$ cat config.mk
export PLATFORM = sky130hd
export DESIGN_NAME = mzb_bridge
export DESIGN_NICKNAME = d
export VERILOG_FILES = /design/src/rtl/mzb_pkg.sv /design/src/rtl/mzb_snoop_gate.sv /design/src/rtl/mzb_site_regs.sv /design/src/rtl/mzb_lane_map.sv /design/src/rtl/mzb_bridge.sv
export SDC_FILE = /design/constraint.sdc
export NUM_CORES = 1
export LEC_CHECK = 0
export ABC_AREA = 1
export BUFFER_PORTS_ARGS = -buffer_cell sky130_fd_sc_hd__buf_2
export CELL_PAD_IN_SITES_DETAIL_PLACEMENT = 2
export CELL_PAD_IN_SITES_GLOBAL_PLACEMENT = 2
export CORE_ASPECT_RATIO = 0.5
export CORE_UTILIZATION = 27
export DETAILED_ROUTE_END_ITERATION = 8
export HOLD_SLACK_MARGIN = 0.02
export PLACE_DENSITY_LB_ADDON = 0.1
export SETUP_SLACK_MARGIN = 0.3
export SKIP_CTS_REPAIR_TIMING = 1
export SLEW_MARGIN = 5
export SYNTH_ARGS = -nofsm -noshare
export SYNTH_HDL_FRONTEND = slang
export SYNTH_HIERARCHICAL = 1
export SYNTH_SLANG_ARGS = --single-unit
$ cat constraint.sdc
create_clock -name clk -period 2.2 [get_ports clk]
set_input_delay 0.22 -clock clk [delete_from_list [all_inputs] [get_ports clk]]
set_output_delay 0.22 -clock clk [all_outputs]
set_load 0.02 [all_outputs]
$ cat src/rtl/mzb_pkg.sv
// Shared constants and types for the mezzanine site bridge.
// Assumes a 32-bit local bus and four 16-bit sites.
package mzb_pkg;
    localparam int LB_W      = 32;
    localparam int HALF_W    = 16;
    localparam int SITES     = 4;
    localparam int SITE_W    = $clog2(SITES);
    localparam int OFS_W     = 12;
    localparam int REG_W     = 8;
    localparam int RIDX_W    = 3;
    localparam int REG_BIT   = 15;
    localparam int SITE_LSB  = 13;
    localparam int MODD_W    = SITES * HALF_W;

    typedef enum logic [1:0] {ST_IDLE, ST_GATE, ST_BUSY, ST_GAP} st_t;

    typedef struct packed {
        logic              is_reg;
        logic [SITE_W-1:0] site;
        logic [OFS_W-1:0]  ofs;
        logic [RIDX_W-1:0] ridx;
        logic              rd;
        logic              iack;
        logic              half;
        logic              snp_inh;
        logic [LB_W-1:0]   wdata;
    } req_t;
endpackage

$ cat src/rtl/mzb_snoop_gate.sv
// Coherency gate: decides each clock whether a waiting request may
// proceed or must be dropped. Assumes termination by another slave
// takes priority over a same-clock release of memory inhibit.
module mzb_snoop_gate (
    input  logic armed,
    input  logic snp_inh,
    input  logic mi_n,
    input  logic ta_other,
    input  logic tea_other,
    output logic go,
    output logic drop
);
    // Drop on foreign termination unless snooping is inhibited; else go when clear.
    always_comb begin
        drop = armed && !snp_inh && (ta_other || tea_other);
        go   = armed && !drop && (snp_inh || mi_n);
    end
endmodule

$ cat src/rtl/mzb_site_regs.sv
// Control byte per site plus the timeout limit. Bit 0 of a site byte
// is the wide flag; only the even sites' flags pair sites.
module mzb_site_regs
    import mzb_pkg::*;
#(
    parameter logic [REG_W-1:0] TMO_RESET = 8'd15
) (
    input  logic              clk,
    input  logic              rst_n,
    input  logic              wr_en,
    input  logic [RIDX_W-1:0] idx,
    input  logic [REG_W-1:0]  wdata,
    output logic [REG_W-1:0]  rdata,
    output logic [SITES-1:0]  wide,
    output logic [REG_W-1:0]  tmo
);
    logic [REG_W-1:0] site_q [SITES];

    for (genvar s = 0; s < SITES; s++) begin : g_site
        // Holds the control byte of one site.
        always_ff @(posedge clk) begin
            if (!rst_n)
                site_q[s] <= '0;
            else if (wr_en && idx == RIDX_W'(s))
                site_q[s] <= wdata;
        end
        assign wide[s] = site_q[s][0];
    end

    // Holds the module-cycle timeout limit.
    always_ff @(posedge clk) begin
        if (!rst_n)
            tmo <= TMO_RESET;
        else if (wr_en && idx == RIDX_W'(SITES))
            tmo <= wdata;
    end

    // Read mux over the five bytes; unused indices read zero.
    always_comb begin
        rdata = '0;
        if (idx < RIDX_W'(SITES))
            rdata = site_q[idx[SITE_W-1:0]];
        else if (idx == RIDX_W'(SITES))
            rdata = tmo;
    end
endmodule

$ cat src/rtl/mzb_lane_map.sv
// Works out strobe mask, data half and beat count for one beat of a
// module access. Assumes pairs are a/b and c/d, keyed by the even site.
module mzb_lane_map
    import mzb_pkg::*;
(
    input  logic [SITE_W-1:0] site,
    input  logic [SITES-1:0]  wide,
    input  logic              half,
    input  logic              addr1,
    input  logic              beat,
    output logic [SITES-1:0]  mask,
    output logic [SITE_W-1:0] cur_site,
    output logic [SITE_W-1:0] base,
    output logic              upper,
    output logic              pair32,
    output logic              last
);
    logic paired;

    // Selects the site(s) and data half for the current beat.
    always_comb begin
        base     = {site[SITE_W-1:1], 1'b0};
        paired   = wide[base];
        pair32   = paired && !half;
        cur_site = site;
        upper    = !addr1;
        last     = 1'b1;
        if (pair32) begin
            upper = 1'b1;
        end else if (paired) begin
            cur_site = {site[SITE_W-1:1], addr1};
        end else if (!half) begin
            upper = !beat;
            last  = beat;
        end
        mask = '0;
        mask[cur_site] = 1'b1;
        if (pair32)
            mask[base + SITE_W'(1)] = 1'b1;
    end
endmodule

$ cat src/rtl/mzb_bridge.sv
// Local-bus slave that gates each cycle on snoop/memory-inhibit state,
// then runs one or two strobe/acknowledge cycles on the module sites.
// Assumes lb_start is a one-clock pulse and one cycle at a time.
module mzb_bridge
    import mzb_pkg::*;
#(
    parameter logic [15:0]      WIN_BASE  = 16'hC2A0,
    parameter logic [REG_W-1:0] TMO_RESET = 8'd15
) (
    input  logic              clk,
    input  logic              rst_n,
    input  logic              lb_start,
    input  logic [LB_W-1:0]   lb_addr,
    input  logic              lb_rd,
    input  logic              lb_iack,
    input  logic              lb_half,
    input  logic [LB_W-1:0]   lb_wdata,
    input  logic              lb_snoop_inh,
    input  logic              lb_mi_n,
    input  logic              lb_ta_other,
    input  logic              lb_tea_other,
    output logic [LB_W-1:0]   lb_rdata,
    output logic              lb_ta,
    output logic              lb_tea,
    output logic [SITES-1:0]  mod_sel,
    output logic [OFS_W-1:0]  mod_addr,
    output logic              mod_rd,
    output logic              mod_iack,
    output logic [MODD_W-1:0] mod_wdata,
    input  logic [MODD_W-1:0] mod_rdata,
    input  logic [SITES-1:0]  mod_ack
);
    st_t                st_q;
    req_t               req_q;
    logic               beat_q;
    logic [REG_W-1:0]   cnt_q;
    logic [LB_W-1:0]    acc_q;

    logic               hit, go, drop, reg_wr;
    logic [REG_W-1:0]   reg_rdata, tmo;
    logic [SITES-1:0]   wide, mask;
    logic [SITE_W-1:0]  cur_site, base;
    logic               upper, pair32, last;
    logic [MODD_W-1:0]  wlanes;
    logic [HALF_W-1:0]  rd_cur, rd_lo, rd_hi;
    logic [LB_W-1:0]    acc_next;
    logic [OFS_W-1:0]   beat_ofs;

    assign hit    = lb_start && (lb_addr[LB_W-1:16] == WIN_BASE);
    assign reg_wr = (st_q == ST_GATE) && go && req_q.is_reg && !req_q.rd;

    mzb_snoop_gate u_gate (
        .armed    (st_q == ST_GATE),
        .snp_inh  (req_q.snp_inh),
        .mi_n     (lb_mi_n),
        .ta_other (lb_ta_other),
        .tea_other(lb_tea_other),
        .go       (go),
        .drop     (drop)
    );

    mzb_site_regs #(.TMO_RESET(TMO_RESET)) u_regs (
        .clk   (clk),
        .rst_n (rst_n),
        .wr_en (reg_wr),
        .idx   (req_q.ridx),
        .wdata (req_q.wdata[REG_W-1:0]),
        .rdata (reg_rdata),
        .wide  (wide),
        .tmo   (tmo)
    );

    mzb_lane_map u_map (
        .site    (req_q.site),
        .wide    (wide),
        .half    (req_q.half),
        .addr1   (req_q.ofs[0]),
        .beat    (beat_q),
        .mask    (mask),
        .cur_site(cur_site),
        .base    (base),
        .upper   (upper),
        .pair32  (pair32),
        .last    (last)
    );

    for (genvar s = 0; s < SITES; s++) begin : g_wlane
        // Steers the right write half onto each selected site lane.
        always_comb begin
            wlanes[s*HALF_W +: HALF_W] = '0;
            if (mask[s]) begin
                if (pair32)
                    wlanes[s*HALF_W +: HALF_W] = (s % 2 == 0) ? req_q.wdata[31:16] : req_q.wdata[15:0];
                else
                    wlanes[s*HALF_W +: HALF_W] = upper ? req_q.wdata[31:16] : req_q.wdata[15:0];
            end
        end
    end

    // Picks returned words and merges them into the read accumulator.
    always_comb begin
        rd_cur   = mod_rdata[{cur_site, 4'b0} +: HALF_W];
        rd_lo    = mod_rdata[{base, 4'b0} +: HALF_W];
        rd_hi    = mod_rdata[{base + SITE_W'(1), 4'b0} +: HALF_W];
        beat_ofs = req_q.half ? req_q.ofs : {req_q.ofs[OFS_W-1:1], beat_q};
        if (pair32)
            acc_next = {rd_lo, rd_hi};
        else if (upper)
            acc_next = {rd_cur, acc_q[15:0]};
        else
            acc_next = {acc_q[31:16], rd_cur};
    end

    // Main sequencer: accept, gate, run module beats, respond.
    always_ff @(posedge clk) begin
        if (!rst_n) begin
            st_q      <= ST_IDLE;
            req_q     <= '0;
            beat_q    <= 1'b0;
            cnt_q     <= '0;
            acc_q     <= '0;
            lb_rdata  <= '0;
            lb_ta     <= 1'b0;
            lb_tea    <= 1'b0;
            mod_sel   <= '0;
            mod_addr  <= '0;
            mod_rd    <= 1'b0;
            mod_iack  <= 1'b0;
            mod_wdata <= '0;
        end else begin
            lb_ta  <= 1'b0;
            lb_tea <= 1'b0;
            case (st_q)
                ST_IDLE: if (hit) begin
                    req_q.is_reg  <= lb_addr[REG_BIT];
                    req_q.site    <= lb_addr[SITE_LSB +: SITE_W];
                    req_q.ofs     <= lb_addr[OFS_W:1];
                    req_q.ridx    <= lb_addr[4:2];
                    req_q.rd      <= lb_rd || lb_iack;
                    req_q.iack    <= lb_iack;
                    req_q.half    <= lb_half;
                    req_q.snp_inh <= lb_snoop_inh;
                    req_q.wdata   <= lb_wdata;
                    beat_q        <= 1'b0;
                    acc_q         <= '0;
                    st_q          <= ST_GATE;
                end
                ST_GATE: if (drop) begin
                    st_q <= ST_IDLE;
                end else if (go && req_q.is_reg) begin
                    lb_ta    <= 1'b1;
                    lb_rdata <= req_q.rd ? {{(LB_W-REG_W){1'b0}}, reg_rdata} : '0;
                    st_q     <= ST_IDLE;
                end else if (go) begin
                    mod_sel   <= mask;
                    mod_addr  <= beat_ofs;
                    mod_wdata <= wlanes;
                    mod_rd    <= req_q.rd;
                    mod_iack  <= req_q.iack;
                    cnt_q     <= '0;
                    st_q      <= ST_BUSY;
                end
                ST_BUSY: if ((mod_ack & mod_sel) == mod_sel) begin
                    mod_sel  <= '0;
                    mod_iack <= 1'b0;
                    acc_q    <= acc_next;
                    if (last) begin
                        lb_ta    <= 1'b1;
                        lb_rdata <= req_q.rd ? acc_next : '0;
                        st_q     <= ST_IDLE;
                    end else begin
                        beat_q <= 1'b1;
                        st_q   <= ST_GAP;
                    end
                end else if (cnt_q >= tmo) begin
                    lb_tea   <= 1'b1;
                    mod_sel  <= '0;
                    mod_iack <= 1'b0;
                    st_q     <= ST_IDLE;
                end else begin
                    cnt_q <= cnt_q + REG_W'(1);
                end
                ST_GAP: begin
                    mod_sel   <= mask;
                    mod_addr  <= beat_ofs;
                    mod_wdata <= wlanes;
                    mod_iack  <= req_q.iack;
                    cnt_q     <= '0;
                    st_q      <= ST_BUSY;
                end
                default: st_q <= ST_IDLE;
            endcase
        end
    end

    a_r9_ta_one_clock: assert property (@(posedge clk) disable iff (!rst_n)
        lb_ta |=> !lb_ta) else $error("R9 lb_ta longer than one clock");

    a_r10_tea_one_clock: assert property (@(posedge clk) disable iff (!rst_n)
        lb_tea |=> !lb_tea) else $error("R10 lb_tea longer than one clock");

    a_r10_tea_without_ta: assert property (@(posedge clk) disable iff (!rst_n)
        lb_tea |-> !lb_ta) else $error("R10 lb_tea with lb_ta");

    a_r3_hold_while_inhibited: assert property (@(posedge clk) disable iff (!rst_n)
        (st_q == ST_GATE && !req_q.snp_inh && !lb_mi_n && !lb_ta_other && !lb_tea_other)
        |=> (mod_sel == '0 && !lb_ta && !lb_tea))
        else $error("R3 response while memory inhibit held");

    a_r4_abandon_quiet: assert property (@(posedge clk) disable iff (!rst_n)
        (st_q == ST_GATE && !req_q.snp_inh && (lb_ta_other || lb_tea_other))
        |=> (st_q == ST_IDLE && mod_sel == '0 && !lb_ta && !lb_tea))
        else $error("R4 cycle not abandoned");

    a_r6_pair_legal: assert property (@(posedge clk) disable iff (!rst_n)
        (mod_sel != '0) |-> ($countones(mod_sel) == 1 || mod_sel == 4'b0011 || mod_sel == 4'b1100))
        else $error("R6 illegal strobe combination");

    a_r12_iack_is_read: assert property (@(posedge clk) disable iff (!rst_n)
        mod_iack |-> (mod_rd && mod_sel != '0))
        else $error("R12 iack without read strobe");
endmodule

Yosys cells after proc, flatten, opt, wreduce, memory -nomap -nowiden. Memories as Yosys holds them, arrays and structs flattened. A register that Yosys moved wholly into a read port is not among the register bits. Index checks and enable logic that the tools add are counted.

Memory bits (writable): 32. Bits in read-only memories: 0. Memories: 1. Input bits: 142. Word-level logic and storage cells: 208. Bits in latches: 0. Bits in registers: 221.

Memory list: u_regs.site_q (depth 4, bits a word 8, rd ports 3, clocked after Yosys merged registers in 1, write ports 4, RTL line mzb_site_regs.sv:17) `logic [REG_W-1:0] site_q [SITES];`.

Multiplexer cells: 100. Add/subtract/negate cells: 2. $lt $le $gt $ge: 7. Shifts and indexed selects: 3. Equality and inequality tests: 21. Multiply operators: 0. Divide/modulo/power cells: 0. Reductions and logical operators: 42. Bitwise logic cells: 10.

Operators by type and width (number): $mux 32 (9); $mux 64 (3); $shiftx 64x7->16 (3); $pmux 32 s2 (2); $pmux 64 s2 (1); $mux 16 (7); $mux 8 (12); $mux 1 (39); $mux 12 (3); $mux 4 (6); $pmux 12 s2 (1); $pmux 8 s3 (1); $ne 2x2->1 const B (10); $mux 2 (9); $logic_and 1x1->1 (17); $eq 16x16->1 const B (1); $pmux 4 s3 (1); $reduce_and 4->1 (3); $reduce_and 5->1 (2); $lt 2x3->1 const B (3); $add 8x1->8 const B (1); $ge 8x8->1 (1); $pmux 2 s4 (1); $eq 3x2->1 const B (2); 27 further kinds (47).

Depth between registers and ports, before layout. Gate-level depths: netlist (run 1). An unclocked memory read counts as a cell.

Depth in word-level cells: 16. Mapped depth: 17.

Hierarchy. The synthesis (run 1) kept the hierarchy.

Modules (own cells, without submodules): mzb_bridge (area an instance 10820.4 um^2, cells an instance 1695, times used 1); mzb_site_regs (area an instance 2021.9 um^2, cells an instance 245, times used 1); mzb_lane_map (area an instance 157.7 um^2, cells an instance 34, times used 1); mzb_snoop_gate (area an instance 31.3 um^2, cells an instance 6, times used 1).

Worst setup path after synthesis (run 1). Ideal clock, no wire load.

Kind: register -> register. Start point: reg st_q[1]. End point: mem u_regs.site_q[1][0] (enable). Clock period less this slack: 2.222 ns. Required time: 1.871 ns. Buffers on the path: 0. Setup slack: -0.022 ns. Library setup time: 0.329 ns. Stages on the path, launching flop included: 11. Arrival time: 1.893 ns. Cell sequence: dfxtp_1 > inv_1 > ha_1 > o21ai_0 > nor2_2 > nand3_2 > nor2_1 > inv_1 > nor2_4 > nand2_1 > nand2_1.

RTL lines: start: declaration (RTL line mzb_bridge.sv:33) `st_t st_q;`; start signal: assignment (RTL line mzb_bridge.sv:117) `st_q <= ST_IDLE;`; start signal: assignment (RTL line mzb_bridge.sv:146) `st_q <= ST_GATE;`; start signal: assignment (RTL line mzb_bridge.sv:149) `st_q <= ST_IDLE;`; end: declaration (RTL line mzb_site_regs.sv:17).

Worst setup path in the final report (run 1).
Start point: reg req_q[52] (netlist name). End point: reg mod_wdata[33].

Longest elaborated chain between the ends: 15. Elaborated cells on any way between the ends: 27. Classes of those cells: add/sub (1); order compare (4); mux (18); bitwise (1); reduce/logical (3).

Ends and longest elaborated chain: $mux 1 (implied by the code) (*) (2 in a row) (RTL line mzb_lane_map.sv:23) `paired = wide[base];`; $mux 1 / $logic_and 1x1->1 (equally long branches) (RTL line mzb_lane_map.sv:30, mzb_lane_map.sv:24); $mux 1 (*) (RTL line mzb_lane_map.sv:28) `if (pair32) begin`; via cur_site[0] (RTL line mzb_bridge.sv:42) `logic [SITE_W-1:0] cur_site, base;`; $lt 2x3->1 (implied by the code) / $ge 2x1->1 (equally long branches) (RTL line mzb_lane_map.sv:37) `mask[cur_site] = 1'b1;`; $logic_and 1x1->1 (implied by the code) (RTL line mzb_lane_map.sv:37); $mux 1 (implied by the code) (RTL line mzb_lane_map.sv:37); $demux 1 s2 (*); $or 4x4->4 (no source line); $mux 4 (*) (RTL line mzb_lane_map.sv:38) `if (pair32)`; via mask[2] (RTL line mzb_bridge.sv:41) `logic [SITES-1:0] wide, mask;`; $mux 16 (*) (RTL line mzb_bridge.sv:91) `if (mask[s]) begin`; $mux 64 (RTL line mzb_bridge.sv:154) `end else if (go) begin`; $mux 64 (RTL line mzb_bridge.sv:150) `end else if (go && req_q.is_reg) begin`; $mux 64 (RTL line mzb_bridge.sv:148) `ST_GATE: if (drop) begin`; $pmux 64 s2 (*) (RTL line mzb_bridge.sv:133) `case (st_q)`; end signal: assignment (RTL line mzb_bridge.sv:157) `mod_wdata <= wlanes;`; end signal: assignment (RTL line mzb_bridge.sv:186) `mod_wdata <= wlanes;`; end: declaration (RTL line mzb_bridge.sv:29) `output logic [MODD_W-1:0] mod_wdata,`.

The timed path passes the listed nets; every way through them passes the cells marked *. The select of a mux whose other input is x is not followed. A chain may end at the register's enable or synchronous reset.

==> metrics.md, run 1 <==
| Metric | Value |
|---|---|
| Hold slack | `0.0131 ns` |
| Global route total overflow | `0` |
| Power Dens Cells | `808 nW/um2` |
| H-tree levels | `1` |
| Fin nets | `2438` |
| Core Util, Final | `0.372` |
| Total clock sinks | `250` |
| Worst path most repeated cell | `nand2_2` |
| Slowest-stage cell, CP | `dfxtp_4` |
| GPL Wtd Cong | `0.788` |
| 1st-iter DRT viols | `638` |
| Number of routed nets with antenna violations | `0` |
| Clock tree root buffer cell | `clkbuf_16` |
| Ratio of cells with drive above 1 in the final layout | `0.235` |
| Inst Count DP | `2820` |
| R2R depth | `13` |
| Max-Cap Viols | `0` |
| Syn-to-layout area delta | `35.0%` |
| Slew Viols, Final | `0` |
| Worst Path Arrival | `2.58 ns` |
| Maximum vdd drop | `595 uV` |
| R2R Path End | `mod_wdata[33]` |
| Number of global-route vias before repair | `14361` |
| Critical Path Sink Type | `flop` |
| Clock Tree Buf Depth | `3` |
| Commonest non-fill, non-tap cells in the layout | `nand2_1, buf_2, a21oi_1, dfxtp_1, nor2_1` |
| Worst EP required | `2.68 ns` |
| Power consumption | `14.2 mW` |
| Initial antenna violation count | `1` |
| Vias per cell | `4.82` |
| Syn Inst Count | `1978` |
| Clk_lat worst skew | `0.58 ns` |
| WP buf/inv | `4` |
| Final WL | `56900 um` |
| Largest net degree at the start of global routing | `72` |
| Global-route wire length before repair | `82900 um` |
| RSZ-0062 raised after global routing | `yes` |
| Register clock-pin slew on the reported worst setup and hold paths | `0.07 ns` |
| Synthesized area per cell | `6.58 um2` |
| R2r startpoint | `req_q[52]` |
| Final Setup Violations | `0` |
| Io pins | `258` |
| Synth Warn # | `6` |
| Residual DRC | `0` |
| CP peak stage delay | `0.37 ns` |
| Crit. Startpoint | `req_q[52]` |
| Die Ht | `157 um` |
| Worst path top cell family by delay | `simple AND/OR/NAND/NOR gates` |
| CP Cell Sequence | `inv_2 > nand2_2 > nand2_2 > nand2_1 > nand2_2 > nand2_8 > buf_12 > nor2_1 > inv_1 > nor2_4 > buf_12 > nand2_1 > a21oi_1` |
| DRT Pass-1 Iters | `4` |
| Synthesized area | `13000 um2` |
| Final clock skew | `0.0283 ns` |
| Critical Path Start Type | `flop` |
| Ant diodes | `0` |
| GR Util All Layers | `0.214` |
| CP Depth | `13` |
| Post-Syn Nets | `2133` |
| Core region area | `47200 um2` |
| Most common cell after layout, fill and taps aside | `nand2_1` |
| Hold Path Depth | `3` |
| Port bufs | `256` |
| Die area | `49100 um2` |
| Wire per inst | `19.3 um` |
| Worst Path Max Fanout | `16` |
| Starting density of the core | `0.276` |
| Worst R2R Setup Slack | `0.10 ns` |
| Hpwl dp | `39300 um` |
| Setup CP Type | `reg2reg` |
| Endpoints failing hold | `0` |
| Fmax | `477 MHz` |
| Crit path capture | `mod_wdata[33]` |
| Run status | `complete, no violations` |
| Total CTS buffers | `28` |
| Post-Layout Cell Count | `2943` |
| Leak pwr | `7.55 nW` |
| Num rows | `56` |
| Final period util | `0.954` |
| Final min period | `2.10 ns` |
| Setup_tns | `0 ns` |
| TritonCTS clock tree | `yes` |
| Hold Crit Class | `in2reg` |
| Die W | `313 um` |
| Via count | `14190` |
## registers in the layout, indices dropped and copies added, names as in the netlist
name,cells
acc_q,32
beat_q,1
cnt_q,8
lb_rdata,32
lb_ta,1
lb_tea,1
mod_addr,12
mod_iack,1
mod_rd,1
mod_sel,4
mod_wdata,64
req_q,51
st_q,2
u_regs/site_q,32
u_regs/tmo,8
## worst min-delay path by stage
stage                start         to  slack, ns
6_report       lb_wdata[1]   req_q[1]       0.01
5_1_grt        lb_wdata[1]   req_q[1]       0.04
4_1_cts              lb_rd  req_q[35]      -0.15
3_5_place_dp         lb_rd  req_q[35]       0.45
3_3_place_gp         lb_rd  req_q[35]       0.44
2_1_floorplan        lb_rd  req_q[35]       0.34
## tightest hold or removal path, stage by stage
cell and delay [ns]:
buf_2 0.07, o21ai_0 0.12, a21oi_1 0.14
## through the flow
stage	cell area, um2	worst slack, ns
CTS	16300	-0.0151
finish	17600	0.102
global route	17600	-0.0114
global placement	15300	0.104
detailed placement	15300	0.0192
floorplan	13100	0.279
## final cells by class
type                       count  area [um2]
fill                        5661       29700
timing repair buffer         399        2920
clock inverter                 4        31.3
inverter                     133         537
clock buffer                  48         960
tap                          638         798
multi-input combinational   1471        6980
sequential                   250        5330
## power breakdown
part	internal, mW	total [mW]	switching [mW]
logic	1.41	4.09	2.68
registers	4.90	5.10	0.200
clock network	2.95	5.01	2.06
## metal layers
metal | global-route usage | vias to the layer above | wire length (um)
met3 | 0.0217 | 50 | 1540
li1 | - | 6943 | -
met1 | 0.299 | 7018 | 27700
met4 | 0.0388 | 0 | 889
met5 | 0 | - | 0
met2 | 0.359 | 179 | 26700
(Power assumes the default switching activity.)
==> run 2, diff against run 1 <==
Settings changed: SYNTH_HIERARCHICAL 1 to unset.
==> run 2 against run 1 <==
Effect of this change: the flow now finishes with violations (negative hold slack); non-clock buffer count shrank 17; global-route usage shrank 0.79 points; combinational power is 50% higher; wire length down 12%; worst hold slack got worse by 0.017 ns; clock skew decreased by 0.013 ns; critical endpoint is now lb_rdata[17]; largest power group is now combinational cells; highest routed layer unchanged.
==> metrics.md, run 2 <==
| Metric | Value |
|---|---|
| Yosys reg bits | `252` |
| Run status | `finished, violations left` |
| Initial antenna violation count | `0` |
| Top reg by flops | `mod_wdata` |
| 1st-iter DRT viols | `455` |
| Final min period | `1.97 ns` |
| Critical Path Start Type | `flop` |
| Hold slack | `-0.00359 ns` |
| Number of global-route vias before repair | `13295` |
| Num rows | `53` |
| Power consumption | `16.5 mW` |
| Max-Cap Viols | `0` |
| RSZ-0062 raised after global routing | `yes` |
| Register clock-pin slew on the reported worst setup and hold paths | `0.07 ns` |
| Final Setup Violations | `0` |
| Slew Viols, Final | `0` |
| Worst Path Arrival | `2.47 ns` |
| Area contributors post-synth | `dfxtp_1, nand2_1, a21oi_1, edfxtp_1, o21ai_0` |
| Post-synth top area share | `0.373` |
| H-tree levels | `1` |
| Mux cell area share after synthesis | `0.0161` |
| CP peak stage delay | `0.37 ns` |
| Most frequent cell after synthesis | `nand2_1` |
| Final period util | `0.897` |
| Residual DRC | `0` |
| Ys flop type | `dfxtp_1` |
| CP Cell Sequence | `inv_2 > ha_4 > inv_4 > nor2_4 > nand2_4 > nand4_4 > nand2_4 > nand3_4 > nor2_4 > buf_12 > buf_12 > nand4_1 > a21oi_1` |
| Port bufs | `256` |
| Synthesized area per cell | `7.07 um2` |
| Worst slew margin | `0.632` |
| Syn-to-layout area delta | `35.8%` |
| Hold Crit Class | `in2reg` |
| Wire per inst | `19.4 um` |
| Ratio of cells with drive above 1 in the final layout | `0.240` |
| Area leader, netlist | `dfxtp_1` |
| Setup CP Type | `reg2reg` |
| Compound-gate portion of the synthesized area | `0.156` |
| Clock tree root buffer cell | `clkbuf_16` |
| Placement Setup Slack | `-0.0969 ns` |
| DRT Pass-1 Iters | `5` |
| Clk_lat worst skew | `0.57 ns` |
| Core region area | `42600 um2` |
| Synth Warn # | `0` |
| Ant diodes | `0` |
| Leak pwr | `7.05 nW` |
| Global route total overflow | `0` |
| Fillers | `5013` |
| Endpoints failing hold | `1` |
| Final WL | `50300 um` |
| Critical Path Sink Type | `flop` |
| Total clock sinks | `252` |
| Via count | `12504` |
| Worst path top cell family by delay | `simple AND/OR/NAND/NOR gates` |
| Setup_tns | `0 ns` |
| Largest family of logic cells by synthesized area | `simple AND/OR/NAND/NOR gates` |
| Largest register FFs | `64` |
| Die W | `298 um` |
| Maximum vdd drop | `672 uV` |
| Most common cell after layout, fill and taps aside | `nand2_1` |
| Clock Tree Buf Depth | `3` |
| Hpwl dp | `34400 um` |
| Largest net degree at the start of global routing | `110` |
| Worst EP required | `2.69 ns` |
| Final clock skew | `0.0152 ns` |
| Post-synthesis sequential area ratio | `0.454` |
| Inst Count DP | `2462` |
| TritonCTS clock tree | `yes` |
| Post-synth EDFFs | `32` |
| Slowest-stage cell, CP | `dfxtp_2` |
| Total CTS buffers | `27` |
| Post-Syn Nets | `1828` |
| Die area | `44700 um2` |
| WP buf/inv | `4` |
| Starting density of the core | `0.278` |
| Syn Inst Count | `1673` |
| Power Dens Cells | `1030 nW/um2` |
| Fin nets | `2143` |
| Global-route wire length before repair | `72800 um` |
| Number of routed nets with antenna violations | `0` |
| Least-Margin Pin Slew | `0.551 ns` |
| GPL Wtd Cong | `0.805` |
| Commonest non-fill, non-tap cells in the layout | `nand2_1, buf_2, dfxtp_1, a21oi_1, nor2_1` |
| Io pins | `258` |
| Die Ht | `150 um` |
| Failing checks | `negative hold slack` |
| GR Util All Layers | `0.206` |
| Synthesized area | `11800 um2` |
| Fmax | `506 MHz` |
| Distinct cells, synth | `38` |
| Top post-synthesis cells by count | `nand2_1, dfxtp_1, a21oi_1, nor2_1, inv_1` |
| Simple-gate portion of the synthesized area | `0.275` |
| Regs by FF count | `mod_wdata (64), req_q (51)` |
| XOR/XNOR Fraction of Synth Area | `0.00370` |
| Post-Layout Cell Count | `2586` |
| Vias per cell | `4.84` |
| Worst Path Max Fanout | `8` |
| Ys async rst share | `0` |
| Final worst slack | `0.226 ns` |
| Synth Area in Adders | `0.0138` |
[run 2: final cells by class]
type	instances	area [um2]	share of cell area
timing repair buffer	382	2690	0.167
inverter	142	556	0.0346
multi-input combinational	1183	5740	0.358
sequential	252	5380	0.335
tap	577	722	0.0450
clock inverter	18	228	0.0142
clock buffer	32	744	0.0464
[run 2: worst min-delay path, stage by stage]
cell and delay [ns]:
buf_2 0.07, o21ai_0 0.10, a21oi_1 0.13
[run 2: path summary, 6_finish.rpt]
check | start | to | slack (ns) | cells after the start
worst max-delay path | st_q[1] | lb_rdata[17] | 0.23 | 13
worst min-delay path | lb_addr[14] | req_q[52] | -0.004 | 3
worst max register to register | st_q[1] | lb_rdata[17] | 0.23 | 13
worst min register to register | mod_wdata[54] | mod_wdata[54] | 0.46 | 2
[run 2: cell families (layout without fill, tap and decap cells)]
logic type               count (synthesis)  after routing
AO/OA/AOI/OAI                          359            360
XOR/XNOR                                 5              5
adder cells (fa/ha/maj)                 13             13
buffers and inverters                  241            574
flip-flops                             252            252
multiplexers                            19             19
AND/OR/NAND/NOR                        784            786
[run 2: per-layer routing]
metal,vias up,wire [um],global-route usage
met5,-,0,0
met4,0,1160,0.0538
li1,6059,-,-
met1,6194,22200,0.250
met3,68,1290,0.0305
met2,183,25700,0.379
[run 2: through the flow]
stage | utilization | hold slack (ns) | instance area (um2)
after floorplan | - | 0.355 | 11800
after global placement | 0.328 | 0.445 | 14000
after detailed placement | 0.328 | 0.452 | 14000
after CTS | 0.351 | -0.161 | 14900
after global routing | 0.377 | 0.0259 | 16100
final | 0.377 | -0.00359 | 16100
[run 2: report_power, final]
| part | internal (mW) | total [mW] | switching [mW] |
|---|---|---|---|
| Sequential | 5.11 | 5.29 | 0.180 |
| Clock | 2.92 | 5.10 | 2.18 |
| Combinational | 2.13 | 6.15 | 4.02 |
==> run 3, diff against run 2 <==
Settings changed: RECOVER_POWER set to 25.
==> run 3 against run 2 <==
Effect of this change: the run still ends with negative hold slack left; clock skew rose by 0.0026 ns; largest power group unchanged; register-to-register slack lost 0.07 ns; cell count did not move; flip-flop and latch count stayed put; fmax decreased by 3.4%.
==> metrics.md, run 3 (synthesis gave the netlist of run 2 again) <==
| Metric | Value |
|---|---|
| Run status | `finished, violations left` |
| Failing checks | `negative hold slack` |
| Syn-to-layout area delta | `34.7%` |
| Starting density of the core | `0.278` |
| Final WL | `50400 um` |
| Final worst slack | `0.157 ns` |
| Num rows | `53` |
| Ant diodes | `0` |
| Worst Path Arrival | `2.53 ns` |
| Least-Margin Pin Slew | `0.544 ns` |
| Commonest non-fill, non-tap cells in the layout | `nand2_1, dfxtp_1, a21oi_1, buf_2, nor2_1` |
| Fin nets | `2143` |
| Clk_lat worst skew | `0.57 ns` |
| GR Util All Layers | `0.206` |
| Critical Path Sink Type | `flop` |
| Crit. Startpoint | `st_q[1]` |
| Maximum vdd drop | `673 uV` |
| Setup CP Type | `reg2reg` |
| Post-Layout Cell Count | `2586` |
| Register clock-pin slew on the reported worst setup and hold paths | `0.07 ns` |
| P_sw | `6.39 mW` |
| Most common cell after layout, fill and taps aside | `nand2_1` |
| Hold slack | `-0.00460 ns` |
| DRT Pass-1 Iters | `5` |
| R2r startpoint | `st_q[1]` |
| Hold Crit Class | `in2reg` |
| Largest net degree at the start of global routing | `110` |
| Cell-internal power | `10.1 mW` |
| Fillers | `5066` |
| R2R depth | `13` |
| Leak pwr | `6.62 nW` |
| Clock tree root buffer cell | `clkbuf_16` |
| Final min period | `2.04 ns` |
| Wire per inst | `19.5 um` |
| TritonCTS clock tree | `yes` |
| Ratio of cells with drive above 1 in the final layout | `0.190` |
| Total clock sinks | `252` |
| Largest register FFs | `64` |
| Clock Tree Buf Depth | `3` |
| Placement Setup Slack | `-0.0969 ns` |
| Critical Path Start Type | `flop` |
| Total CTS buffers | `27` |
| RSZ-0062 raised after global routing | `yes` |
| Fmax | `489 MHz` |
| Power Dens Cells | `1040 nW/um2` |
| Number of global-route vias before repair | `13295` |
| Hpwl dp | `34400 um` |
| Vias per cell | `4.82` |
| Io pins | `258` |
| Port bufs | `256` |
| Die area | `44700 um2` |
| Global-route wire length before repair | `72800 um` |
| Switch share | `0.387` |
| Worst slew margin | `0.637` |
| Inst Count DP | `2462` |
| Worst EP required | `2.69 ns` |
| Regs by FF count | `mod_wdata (64), req_q (51)` |
| 1st-iter DRT viols | `455` |
| Final Setup Violations | `0` |
| Final clock skew | `0.0178 ns` |
| Worst Path Max Fanout | `8` |
| Power consumption | `16.5 mW` |
| Sequential Power Share | `0.320` |
| Final period util | `0.929` |
| Die W | `298 um` |
| Number of routed nets with antenna violations | `0` |
| Worst R2R Setup Slack | `0.16 ns` |
| Global route total overflow | `0` |
| Endpoints failing hold | `1` |
| Top reg by flops | `mod_wdata` |
| Max-Cap Viols | `0` |
| Setup_tns | `0 ns` |
| R2R Path End | `lb_rdata[17]` |
| Crit path capture | `lb_rdata[17]` |
| Residual DRC | `0` |
| H-tree levels | `1` |
| Comb power frac | `0.370` |
| Die Ht | `150 um` |
| GPL Wtd Cong | `0.805` |
| Clock Power Share | `0.310` |
| Slew Viols, Final | `0` |
| Via count | `12462` |
| Core region area | `42600 um2` |
| Initial antenna violation count | `0` |
## run 3: cell count changes in the layout (fill, tap and decap cells not counted), sizes merged
cell / delta
buf: -99
clkbuf: +99
## run 3: worst min-delay path by stage
| stage | from | end | slack [ns] | depth (start not counted) |
|---|---|---|---|---|
| 5_1_grt | lb_addr[14] | req_q[52] | 0.03 | 3 |
| 4_1_cts | lb_wdata[22] | req_q[22] | -0.16 | 3 |
| 3_5_place_dp | lb_wdata[22] | req_q[22] | 0.45 | 3 |
| 6_report | lb_addr[14] | req_q[52] | -0.005 | 3 |
| 2_1_floorplan | lb_wdata[27] | req_q[27] | 0.35 | 2 |
| 3_3_place_gp | lb_wdata[21] | req_q[21] | 0.44 | 3 |
## run 3: per-layer routing
| layer | vias to the layer above | wire length, um | GRT usage |
|---|---|---|---|
| li1 | 6064 | - | - |
| met1 | 6159 | 22000 | 0.250 |
| met2 | 178 | 25800 | 0.379 |
| met3 | 61 | 1560 | 0.0305 |
| met4 | 0 | 1050 | 0.0538 |
| met5 | - | 0 | 0 |
## run 3: worst max-delay path, stage by stage, from the launching register on
cell     delay (ns)
dfxtp_2        0.37
inv_2          0.05
ha_1           0.22
inv_4          0.08
nor2_4         0.04
nand2_4        0.09
nand4_4        0.14
nand2_4        0.14
nand3_4        0.09
nor2_4         0.16
buf_12         0.13
buf_12         0.13
nand4_1        0.14
a21oi_1        0.17
## run 3: area by class of cell
type / instances / area [um2] / area share
Clock inverter: 18 / 228 / 0.0143
Sequential cell: 252 / 5380 / 0.338
Clock buffer: 32 / 744 / 0.0468
Inverter: 142 / 556 / 0.0349
Timing Repair Buffer: 382 / 2560 / 0.161
Tap cell: 577 / 722 / 0.0453
Multi-Input combinational cell: 1183 / 5730 / 0.360
## run 3: per-stage QoR
stage / instance area (um2) / utilization
floorplan: 11800 / -
global placement: 14000 / 0.328
detailed placement: 14000 / 0.328
CTS: 14900 / 0.351
global route: 15900 / 0.374
finish: 15900 / 0.374
## run 3: power groups by stage
| stage | Sequential [mW] | Combinational [mW] | Clock (mW) |
|---|---|---|---|
| final | 5.29 | 6.10 | 5.11 |
| after floorplan | 5.48 | 2.90 | 0 |
| after global placement | 5.35 | 4.60 | 0 |
| after CTS | 5.28 | 4.91 | 5.26 |
| after global routing | 5.32 | 6.69 | 5.42 |
| after detailed placement | 5.38 | 4.87 | 0 |
